**src/rtl/bus_seq_pkg.sv**
```systemverilog
package bus_seq_pkg;

   localparam logic [2:0] K_FETCH = 3'd0;
   localparam logic [2:0] K_MRD   = 3'd1;
   localparam logic [2:0] K_MWR   = 3'd2;
   localparam logic [2:0] K_IOIN  = 3'd3;
   localparam logic [2:0] K_IOOUT = 3'd4;
   localparam logic [2:0] K_INTA  = 3'd5;

   typedef enum logic [2:0] {
      S_IDLE, S_START, S_PRE, S_SAMP, S_POST, S_END, S_RFSH, S_HOLD
   } seg_e;

   function automatic logic is_mem(input logic [2:0] k);
      return (k == K_MRD) || (k == K_MWR);
   endfunction

   function automatic logic is_io(input logic [2:0] k);
      return (k == K_IOIN) || (k == K_IOOUT);
   endfunction

   function automatic logic is_internal(input logic [2:0] k);
      return k > K_INTA;
   endfunction

   function automatic logic reads_bus(input logic [2:0] k);
      return (k == K_FETCH) || (k == K_MRD) || (k == K_IOIN) || (k == K_INTA);
   endfunction

   function automatic logic [3:0] start_len(input logic [2:0] k, input logic [1:0] e);
      if (k == K_INTA) return (e == 2'd0) ? 4'd5 : 4'd7;
      return 4'd3;
   endfunction

   function automatic logic [3:0] pre_len(input logic [2:0] k, input logic [1:0] e);
      if (is_io(k)) return 4'd2;
      if (is_mem(k)) begin
         if (e == 2'd1) return 4'd2;
         if (e == 2'd3) return 4'd4;
      end
      return 4'd0;
   endfunction

   function automatic logic [3:0] post_len(input logic [2:0] k, input logic [1:0] e);
      if (is_mem(k) && e == 2'd2) return 4'd2;
      return 4'd0;
   endfunction

   function automatic logic [3:0] end_len(input logic [2:0] k);
      return (k == K_FETCH) ? 4'd1 : 4'd3;
   endfunction

endpackage

```
**src/rtl/bus_seq_timer.sv**
```systemverilog
module bus_seq_timer
   import bus_seq_pkg::*;
#(
   parameter int LW = 4
) (
   input  logic          clk,
   input  logic          rst_n,
   input  logic          start,
   input  logic [2:0]    kind,
   input  logic [1:0]    ext,
   input  logic [LW-1:0] len,
   input  logic          wait_n,
   output seg_e          seg,
   output logic [2:0]    kind_q,
   output logic          lead,
   output logic          last,
   output logic          capture
);

   localparam int CW = (LW > 3) ? LW : 3;

   logic [CW-1:0] cnt;
   logic [1:0]    ext_q;
   logic [LW-1:0] len_q;
   logic [3:0]    pre_q, post_q;

   function automatic logic [CW-1:0] len_m1(input logic [LW-1:0] l);
      return (l == '0) ? '0 : CW'(l - 1'b1);
   endfunction

   function automatic logic [CW-1:0] ph_m1(input logic [3:0] l);
      return CW'(l - 4'd1);
   endfunction

   assign pre_q  = pre_len(kind_q, ext_q);
   assign post_q = post_len(kind_q, ext_q);

   always_ff @(posedge clk or negedge rst_n) begin
      if (!rst_n) begin
         seg    <= S_IDLE;
         cnt    <= '0;
         lead   <= 1'b0;
         kind_q <= '0;
         ext_q  <= '0;
         len_q  <= '0;
      end else begin
         lead <= 1'b0;
         if (seg == S_IDLE) begin
            if (start) begin
               kind_q <= kind;
               ext_q  <= ext;
               len_q  <= len;
               lead   <= 1'b1;
               if (is_internal(kind)) begin
                  seg <= S_HOLD;
                  cnt <= len_m1(len);
               end else begin
                  seg <= S_START;
                  cnt <= ph_m1(start_len(kind, ext));
               end
            end
         end else if (cnt != '0) begin
            cnt <= cnt - 1'b1;
         end else begin
            case (seg)
               S_START: begin
                  if (pre_q != 4'd0) begin
                     seg <= S_PRE;
                     cnt <= ph_m1(pre_q);
                  end else begin
                     seg <= S_SAMP;
                     cnt <= CW'(1);
                  end
               end
               S_PRE: begin
                  seg <= S_SAMP;
                  cnt <= CW'(1);
               end
               S_SAMP: begin
                  if (!wait_n) begin
                     cnt <= CW'(1);
                  end else if (post_q != 4'd0) begin
                     seg <= S_POST;
                     cnt <= ph_m1(post_q);
                  end else begin
                     seg <= S_END;
                     cnt <= ph_m1(end_len(kind_q));
                  end
               end
               S_POST: begin
                  seg <= S_END;
                  cnt <= ph_m1(end_len(kind_q));
               end
               S_END: begin
                  if (kind_q == K_FETCH) begin
                     seg <= S_RFSH;
                     cnt <= len_m1(len_q);
                  end else begin
                     seg <= S_IDLE;
                  end
               end
               default: seg <= S_IDLE;
            endcase
         end
      end
   end

   assign last = (cnt == '0) &&
                 ((seg == S_END && kind_q != K_FETCH) || seg == S_RFSH || seg == S_HOLD);
   assign capture = (seg == S_END) && (cnt == '0) && reads_bus(kind_q);


   wait_repeat_chk: assert property (@(posedge clk) disable iff (!rst_n)
      (seg == S_SAMP && cnt == '0 && !wait_n) |=> (seg == S_SAMP && cnt == CW'(1)));


   busy_ignore_chk: assert property (@(posedge clk) disable iff (!rst_n)
      (seg != S_IDLE && seg != S_HOLD && kind_q != $past(kind_q)) |-> $past(seg == S_IDLE));

endmodule

```
**src/rtl/bus_seq_refresh.sv**
```systemverilog
module bus_seq_refresh #(
   parameter int AW  = 16,
   parameter int RW  = 8,
   parameter int RCW = 7
) (
   input  logic          clk,
   input  logic          rst_n,
   input  logic          we,
   input  logic [AW-1:0] wdata,
   input  logic          step,
   output logic [AW-1:0] rfsh_addr
);

   localparam int IW = AW - RW;

   logic [IW-1:0] i_q;
   logic [RW-1:0] r_q, r_next;

   generate
      if (RCW >= RW) begin : g_full
         assign r_next = r_q + 1'b1;
      end else begin : g_split
         logic [RCW-1:0] low_inc;
         assign low_inc = r_q[RCW-1:0] + 1'b1;
         assign r_next  = {r_q[RW-1:RCW], low_inc};


         r_top_hold_chk: assert property (@(posedge clk) disable iff (!rst_n)
            (step && !we) |=> (r_q[RW-1:RCW] == $past(r_q[RW-1:RCW]) && $stable(i_q)));
      end
   endgenerate

   always_ff @(posedge clk or negedge rst_n) begin
      if (!rst_n) begin
         i_q <= '0;
         r_q <= '0;
      end else if (we) begin
         i_q <= wdata[AW-1:RW];
         r_q <= wdata[RW-1:0];
      end else if (step) begin
         r_q <= r_next;
      end
   end

   assign rfsh_addr = {i_q, r_q};

endmodule

```
**src/rtl/bus_seq_strobe.sv**
```systemverilog
module bus_seq_strobe
   import bus_seq_pkg::*;
#(
   parameter int AW = 16,
   parameter int DW = 8
) (
   input  seg_e          seg,
   input  logic          lead,
   input  logic [2:0]    kind_q,
   input  logic [AW-1:0] addr_q,
   input  logic [DW-1:0] wdata_q,
   input  logic [AW-1:0] rfsh_addr,
   output logic [AW-1:0] addr,
   output logic [DW-1:0] dout,
   output logic          dout_oe,
   output logic          mreq_n,
   output logic          iorq_n,
   output logic          rd_n,
   output logic          wr_n,
   output logic          m1_n,
   output logic          rfsh_n
);

   logic main, body, refr, wr_kind, rd_kind;

   always_comb begin
      main    = (seg == S_START) || (seg == S_PRE) || (seg == S_SAMP) ||
                (seg == S_POST)  || (seg == S_END);
      body    = main && !lead;
      refr    = (seg == S_RFSH);
      wr_kind = (kind_q == K_MWR) || (kind_q == K_IOOUT);
      rd_kind = (kind_q == K_FETCH) || (kind_q == K_MRD) || (kind_q == K_IOIN);

      addr    = refr ? rfsh_addr : addr_q;
      dout    = wdata_q;
      dout_oe = main && wr_kind;
      mreq_n  = !((body && (kind_q == K_FETCH || is_mem(kind_q))) || refr);
      rd_n    = !(body && rd_kind);
      wr_n    = !(body && wr_kind);
      iorq_n  = !((body && is_io(kind_q)) ||
                  (kind_q == K_INTA && (seg == S_SAMP || seg == S_END)));
      m1_n    = !(main && (kind_q == K_FETCH || kind_q == K_INTA));
      rfsh_n  = !refr;
   end

endmodule

```
**src/rtl/bus_seq.sv**
```systemverilog
module bus_seq
   import bus_seq_pkg::*;
#(
   parameter int AW  = 16,
   parameter int DW  = 8,
   parameter int LW  = 4,
   parameter int RCW = 7
) (
   input  logic          clk,
   input  logic          rst_n,
   input  logic          req_valid,
   input  logic [2:0]    req_kind,
   input  logic [1:0]    req_ext,
   input  logic [LW-1:0] req_len,
   input  logic [AW-1:0] req_addr,
   input  logic [DW-1:0] req_wdata,
   input  logic          ir_we,
   input  logic [AW-1:0] ir_wdata,
   input  logic          wait_n,
   input  logic [DW-1:0] din,
   output logic [AW-1:0] addr,
   output logic [DW-1:0] dout,
   output logic          dout_oe,
   output logic          mreq_n,
   output logic          iorq_n,
   output logic          rd_n,
   output logic          wr_n,
   output logic          m1_n,
   output logic          rfsh_n,
   output logic [DW-1:0] rdata,
   output logic          done,
   output logic          busy
);

   generate
      if (AW <= DW) begin : g_bad_aw
         $error("bus_seq: AW must exceed DW");
      end
      if (LW < 1 || LW > 16) begin : g_bad_lw
         $error("bus_seq: LW out of range");
      end
      if (RCW < 1 || RCW > DW) begin : g_bad_rcw
         $error("bus_seq: RCW out of range");
      end
   endgenerate

   seg_e          seg;
   logic [2:0]    kind_q;
   logic          lead, last, capture, start;
   logic [AW-1:0] addr_q, rfsh_addr;
   logic [DW-1:0] wdata_q;

   assign busy  = (seg != S_IDLE);
   assign start = req_valid && !busy;

   bus_seq_timer #(.LW(LW)) u_timer (
      .clk(clk), .rst_n(rst_n), .start(start), .kind(req_kind), .ext(req_ext),
      .len(req_len), .wait_n(wait_n), .seg(seg), .kind_q(kind_q), .lead(lead),
      .last(last), .capture(capture)
   );

   bus_seq_refresh #(.AW(AW), .RW(DW), .RCW(RCW)) u_refresh (
      .clk(clk), .rst_n(rst_n), .we(ir_we), .wdata(ir_wdata),
      .step(last && seg == S_RFSH), .rfsh_addr(rfsh_addr)
   );

   bus_seq_strobe #(.AW(AW), .DW(DW)) u_strobe (
      .seg(seg), .lead(lead), .kind_q(kind_q), .addr_q(addr_q), .wdata_q(wdata_q),
      .rfsh_addr(rfsh_addr), .addr(addr), .dout(dout), .dout_oe(dout_oe),
      .mreq_n(mreq_n), .iorq_n(iorq_n), .rd_n(rd_n), .wr_n(wr_n), .m1_n(m1_n),
      .rfsh_n(rfsh_n)
   );

   always_ff @(posedge clk or negedge rst_n) begin
      if (!rst_n) begin
         addr_q  <= '0;
         wdata_q <= '0;
         rdata   <= '0;
         done    <= 1'b0;
      end else begin
         done <= last;
         if (start) begin
            addr_q  <= req_addr;
            wdata_q <= req_wdata;
         end
         if (capture) rdata <= din;
      end
   end


   done_pulse_chk: assert property (@(posedge clk) disable iff (!rst_n)
      done |=> !done);


   addr_hold_chk: assert property (@(posedge clk) disable iff (!rst_n)
      (busy && $past(busy) && rfsh_n && $past(rfsh_n)) |-> $stable(addr));


   rfsh_quiet_chk: assert property (@(posedge clk) disable iff (!rst_n)
      !rfsh_n |-> (!mreq_n && rd_n && wr_n && m1_n && iorq_n));


   rd_wr_excl_chk: assert property (@(posedge clk) disable iff (!rst_n)
      !rd_n |-> (wr_n && !dout_oe));


   hold_idle_chk: assert property (@(posedge clk) disable iff (!rst_n)
      (seg == S_HOLD) |-> (mreq_n && iorq_n && rd_n && wr_n && m1_n && rfsh_n && !dout_oe));

endmodule

```
**config.mk**
```make
export PLATFORM = sky130hd
export DESIGN_NAME = bus_seq
export DESIGN_NICKNAME = d
export VERILOG_FILES = /design/src/rtl/bus_seq_pkg.sv /design/src/rtl/bus_seq_timer.sv /design/src/rtl/bus_seq_refresh.sv /design/src/rtl/bus_seq_strobe.sv /design/src/rtl/bus_seq.sv
export SDC_FILE = /design/constraint.sdc
export NUM_CORES = 1
export LEC_CHECK = 0
export BUFFER_PORTS_ARGS = -buffer_cell sky130_fd_sc_hd__buf_4
export CAP_MARGIN = 5
export CORE_MARGIN = 2
export CORE_UTILIZATION = 45
export CTS_CLUSTER_DIAMETER = 60
export DETAILED_ROUTE_END_ITERATION = 12
export PLACE_DENSITY = 0.76
export SLEW_MARGIN = 0
export SYNTH_ARGS = -nofsm -noshare
export SYNTH_HDL_FRONTEND = slang
export SYNTH_SLANG_ARGS = --single-unit
```
**constraint.sdc**
```tcl
create_clock -name clk -period 2.4 [get_ports clk]
set_clock_uncertainty 0.15 [all_clocks]
set_input_delay 0.48 -clock clk [delete_from_list [all_inputs] [get_ports clk]]
set_output_delay 0.48 -clock clk [all_outputs]
set_load 0.01 [all_outputs]
```
==> reports/results.ini <==
[pwr]
power_leakage_nw = 2.13
p_per_area_nw_per_um2 = 1170
peakVddDrop_v = 0.000608

[sta]
setup_viol_count_final = 0
slew_of_the_pin_with_the_lowest_slew_margin_ns = 0.821
grt_setup_unrepaired = true
finalMaxSlewViolations = 0
relSlewSlack_pct = 45.3
final_critical_path_share_of_the_clock_period_pct = 97.0
final_hold_viol_count = 0
fin_ws_ns = 0.0711
period_minus_slack_ns = 2.33
fmax_mhz = 429

[drt]
routed_via_density = 5.35
drt-total-wl_um = 8040
drt_first_pass_iters = 4
antenna_left = 0
detailedRoute.firstIterationViolations = 78
route.detailed.drc = 0
vias = 2789
wl_cell_um = 15.4

[worst_hold_path]
hp-class = in -> async

[logic_synthesis]
yosysSeqAreaShare_pct = 48.2
yosys.cell_types.count = 50
synth-edff-count = 0
yosysWarningCount = 0
syn_area_sq_um = 3430
synth_area_per_cell_sq_um = 11.2
ys_seq_elements = 66
yosys_most_used_dff = sky130_fd_sc_hd__dfrtp_1
synth_fp_nets = 373
syn_inst_count = 306
synth-async-reset-ratio_pct = 100

[cts]
cts_htree_levels = 3
clkTransAtPathRegs_ns = 0.07
cts_bufs_inserted = 9
root_buffer = sky130_fd_sc_hd__clkbuf_8
postCtsHoldBufs = 0
max-clock-path-buffers = 2
numClockSinks = 66
tritoncts = built
clk_latency_ns = 0.33

[global_route]
gr-usage-all-layers_pct = 20.5
number_of_antenna_violations_at_the_first_check_in_global_routing = 0
globalRouteOverflowTotal = 0
wire_length_of_the_first_global_routing_pass_um = 13800
grt_pass1_vias = 2882
pin_count_of_the_biggest_net_entering_global_routing = 67

[worst_setup_path]
worst_case_register_to_register_setup_slack_ns = 0.15
critPathKind = reg -> out
worstPathRequired_ns = 1.77
worst-endpoint-arrival_ns = 1.70
crit_path_end_kind = output pin
ff2ff_path_depth = 6
worstReg2RegEnd = rdata[7]
cp-start-kind = flip-flop
largest_driver_fanout_on_the_critical_path = 12
rr_startpoint = u_timer.cnt[0]

[placed_design]
portBuffers = 102
finalWeightedCongestion = 0.882
detailedPlacementHpwl_um = 6000
detailedPlace.worstSlack_ns = 0.0514

[die]
initial_utilization_pct = 46.8
number_of_core_rows = 31
design.portCount = 103
die_outline_area_sq_um = 8330
dieHeight_um = 91.3
die_w_um = 91.3
placeableCoreArea_sq_um = 7330

[final_layout]
most-common-layout-cells = sky130_fd_sc_hd__buf_4 (113), sky130_fd_sc_hd__dfrtp_1 (65), sky130_fd_sc_hd__mux2_2 (62), sky130_fd_sc_hd__nand2_1 (24), sky130_fd_sc_hd__o21ai_0 (21)
layout.nets = 484
final_core_utilization_pct = 62.8
layout_cells_sized_above_1_pct = 47.4
layout_commonest_cell = sky130_fd_sc_hd__buf_4
num_antenna_cells = 0
area_growth_pct = 34.3

[flow_run]
drv.max_cap_violation_count = 0

[run_status]
run_status = complete, no violations

## worst max-delay path, stage by stage, from the launching register on
cell and delay (ns):
sky130_fd_sc_hd__dfrtp_2 0.45, sky130_fd_sc_hd__buf_6 0.15, sky130_fd_sc_hd__nor2b_1 0.13, sky130_fd_sc_hd__nand2b_1 0.17, sky130_fd_sc_hd__nand3_1 0.10, sky130_fd_sc_hd__o31ai_1 0.07, sky130_fd_sc_hd__a32oi_1 0.15, sky130_fd_sc_hd__buf_4 0.15
## cell type report
class	count	area [sq um]
tap	99	124
inverter	8	30.0
timing repair buffer	116	891
clock buffer	12	165
sequential	66	1650
clock inverter	4	72.6
multi-input combinational	216	1670
fill	609	2730
## worst max-delay path by stage
| stage | from | endpoint | slack, ns | depth (start not counted) |
|---|---|---|---|---|
| 5_1_grt | u_timer.seg[2] | iorq_n | -0.05 | 6 |
| 3_3_place_gp | u_timer.cnt[0] | rdata[4] | 0.13 | 5 |
| 2_1_floorplan | u_timer.seg[1] | mreq_n | 0.07 | 5 |
| 4_1_cts | u_timer.seg[1] | addr[13] | 0.01 | 4 |
| 3_5_place_dp | u_timer.cnt[0] | rdata[7] | 0.05 | 5 |
| 6_report | u_timer.seg[2] | iorq_n | 0.07 | 7 |
## layer usage
metal,vias up,routed length (um),track usage (%)
li1,1323,-,-
met1,1382,3430,25.4
met2,75,4110,35.3
met3,9,422,5.06
met4,0,84,6.57
met5,-,0,0
## Yosys cell counts (2+ instances only)
master                     number  area, sq um
sky130_fd_sc_hd__nand3b_1       4         30.0
sky130_fd_sc_hd__ha_1           5         62.6
sky130_fd_sc_hd__buf_4          3         22.5
sky130_fd_sc_hd__xnor2_1        8         70.1
sky130_fd_sc_hd__o21ai_0       21          105
sky130_fd_sc_hd__dfrtp_1       66         1650
sky130_fd_sc_hd__clkbuf_1       6         22.5
sky130_fd_sc_hd__nor2_1        16         60.1
sky130_fd_sc_hd__nand2b_1       3         18.8
sky130_fd_sc_hd__nand2_1       24         90.1
sky130_fd_sc_hd__a31oi_1        3         18.8
sky130_fd_sc_hd__o31ai_1        4         30.0
sky130_fd_sc_hd__buf_2          6         30.0
sky130_fd_sc_hd__mux2_2        62          698
sky130_fd_sc_hd__a21oi_1        8         40.0
sky130_fd_sc_hd__nor3_1        10         50.1
sky130_fd_sc_hd__nor2b_1        4         25.0
sky130_fd_sc_hd__and3_1         2         12.5
sky130_fd_sc_hd__o211ai_1       3         22.5
sky130_fd_sc_hd__xor2_1         4         35.0
sky130_fd_sc_hd__nand4_1        3         18.8
sky130_fd_sc_hd__nor4_1         2         12.5
sky130_fd_sc_hd__mux2i_1        2         20.0
sky130_fd_sc_hd__inv_1          7         26.3
sky130_fd_sc_hd__nand3_1        4         20.0
sky130_fd_sc_hd__o21bai_1       2         15.0
## registers in the layout, summed over array words and instances, names as in the netlist
name and cells:
u_timer.len_q 4, u_timer.seg 3, u_timer.kind_q 3, done 1
addr_q 16, u_timer.ext_q 2, u_timer.cnt 4, u_refresh.i_q 8
u_refresh.r_q 8, u_timer.lead 1, wdata_q 8, rdata 8
## what timing repair did
item	4_1_cts	5_1_grt
cloned	0	0
buffers inserted	0	1
pin swaps	0	2
endpoints found under the setup margin	1	28
gates resized for setup	1	5
## stage by stage
step	instances	area [sq um]	total power [mW]	hold slack, ns	setup TNS, ns
after global routing	521	4610	5.77	0.160	-0.0675
after global placement	504	4330	4.22	0.333	0
final	521	4610	5.38	0.0964	0
after CTS	520	4570	5.41	0.114	0
after floorplan	306	3430	3.28	0.0344	0
after detailed placement	504	4330	4.31	0.344	0
## cells by family after synthesis
logic type	after synthesis	synth area share, %
adders and majority gates	5	1.82
AOI/OAI and AO/OA	54	9.89
xor gates and xnor gates	12	3.07
and+or+nand+nor	81	12.7
buffers and inverters	24	3.39
muxes	64	20.9
DFF	66	48.2
## power breakdown
part,switching (mW),total [mW],internal [mW]
registers,0.300,1.82,1.52
logic,1.14,2.49,1.35
clock network,0.406,1.07,0.668
No activity file was read; power rests on OpenSTA's default activity.
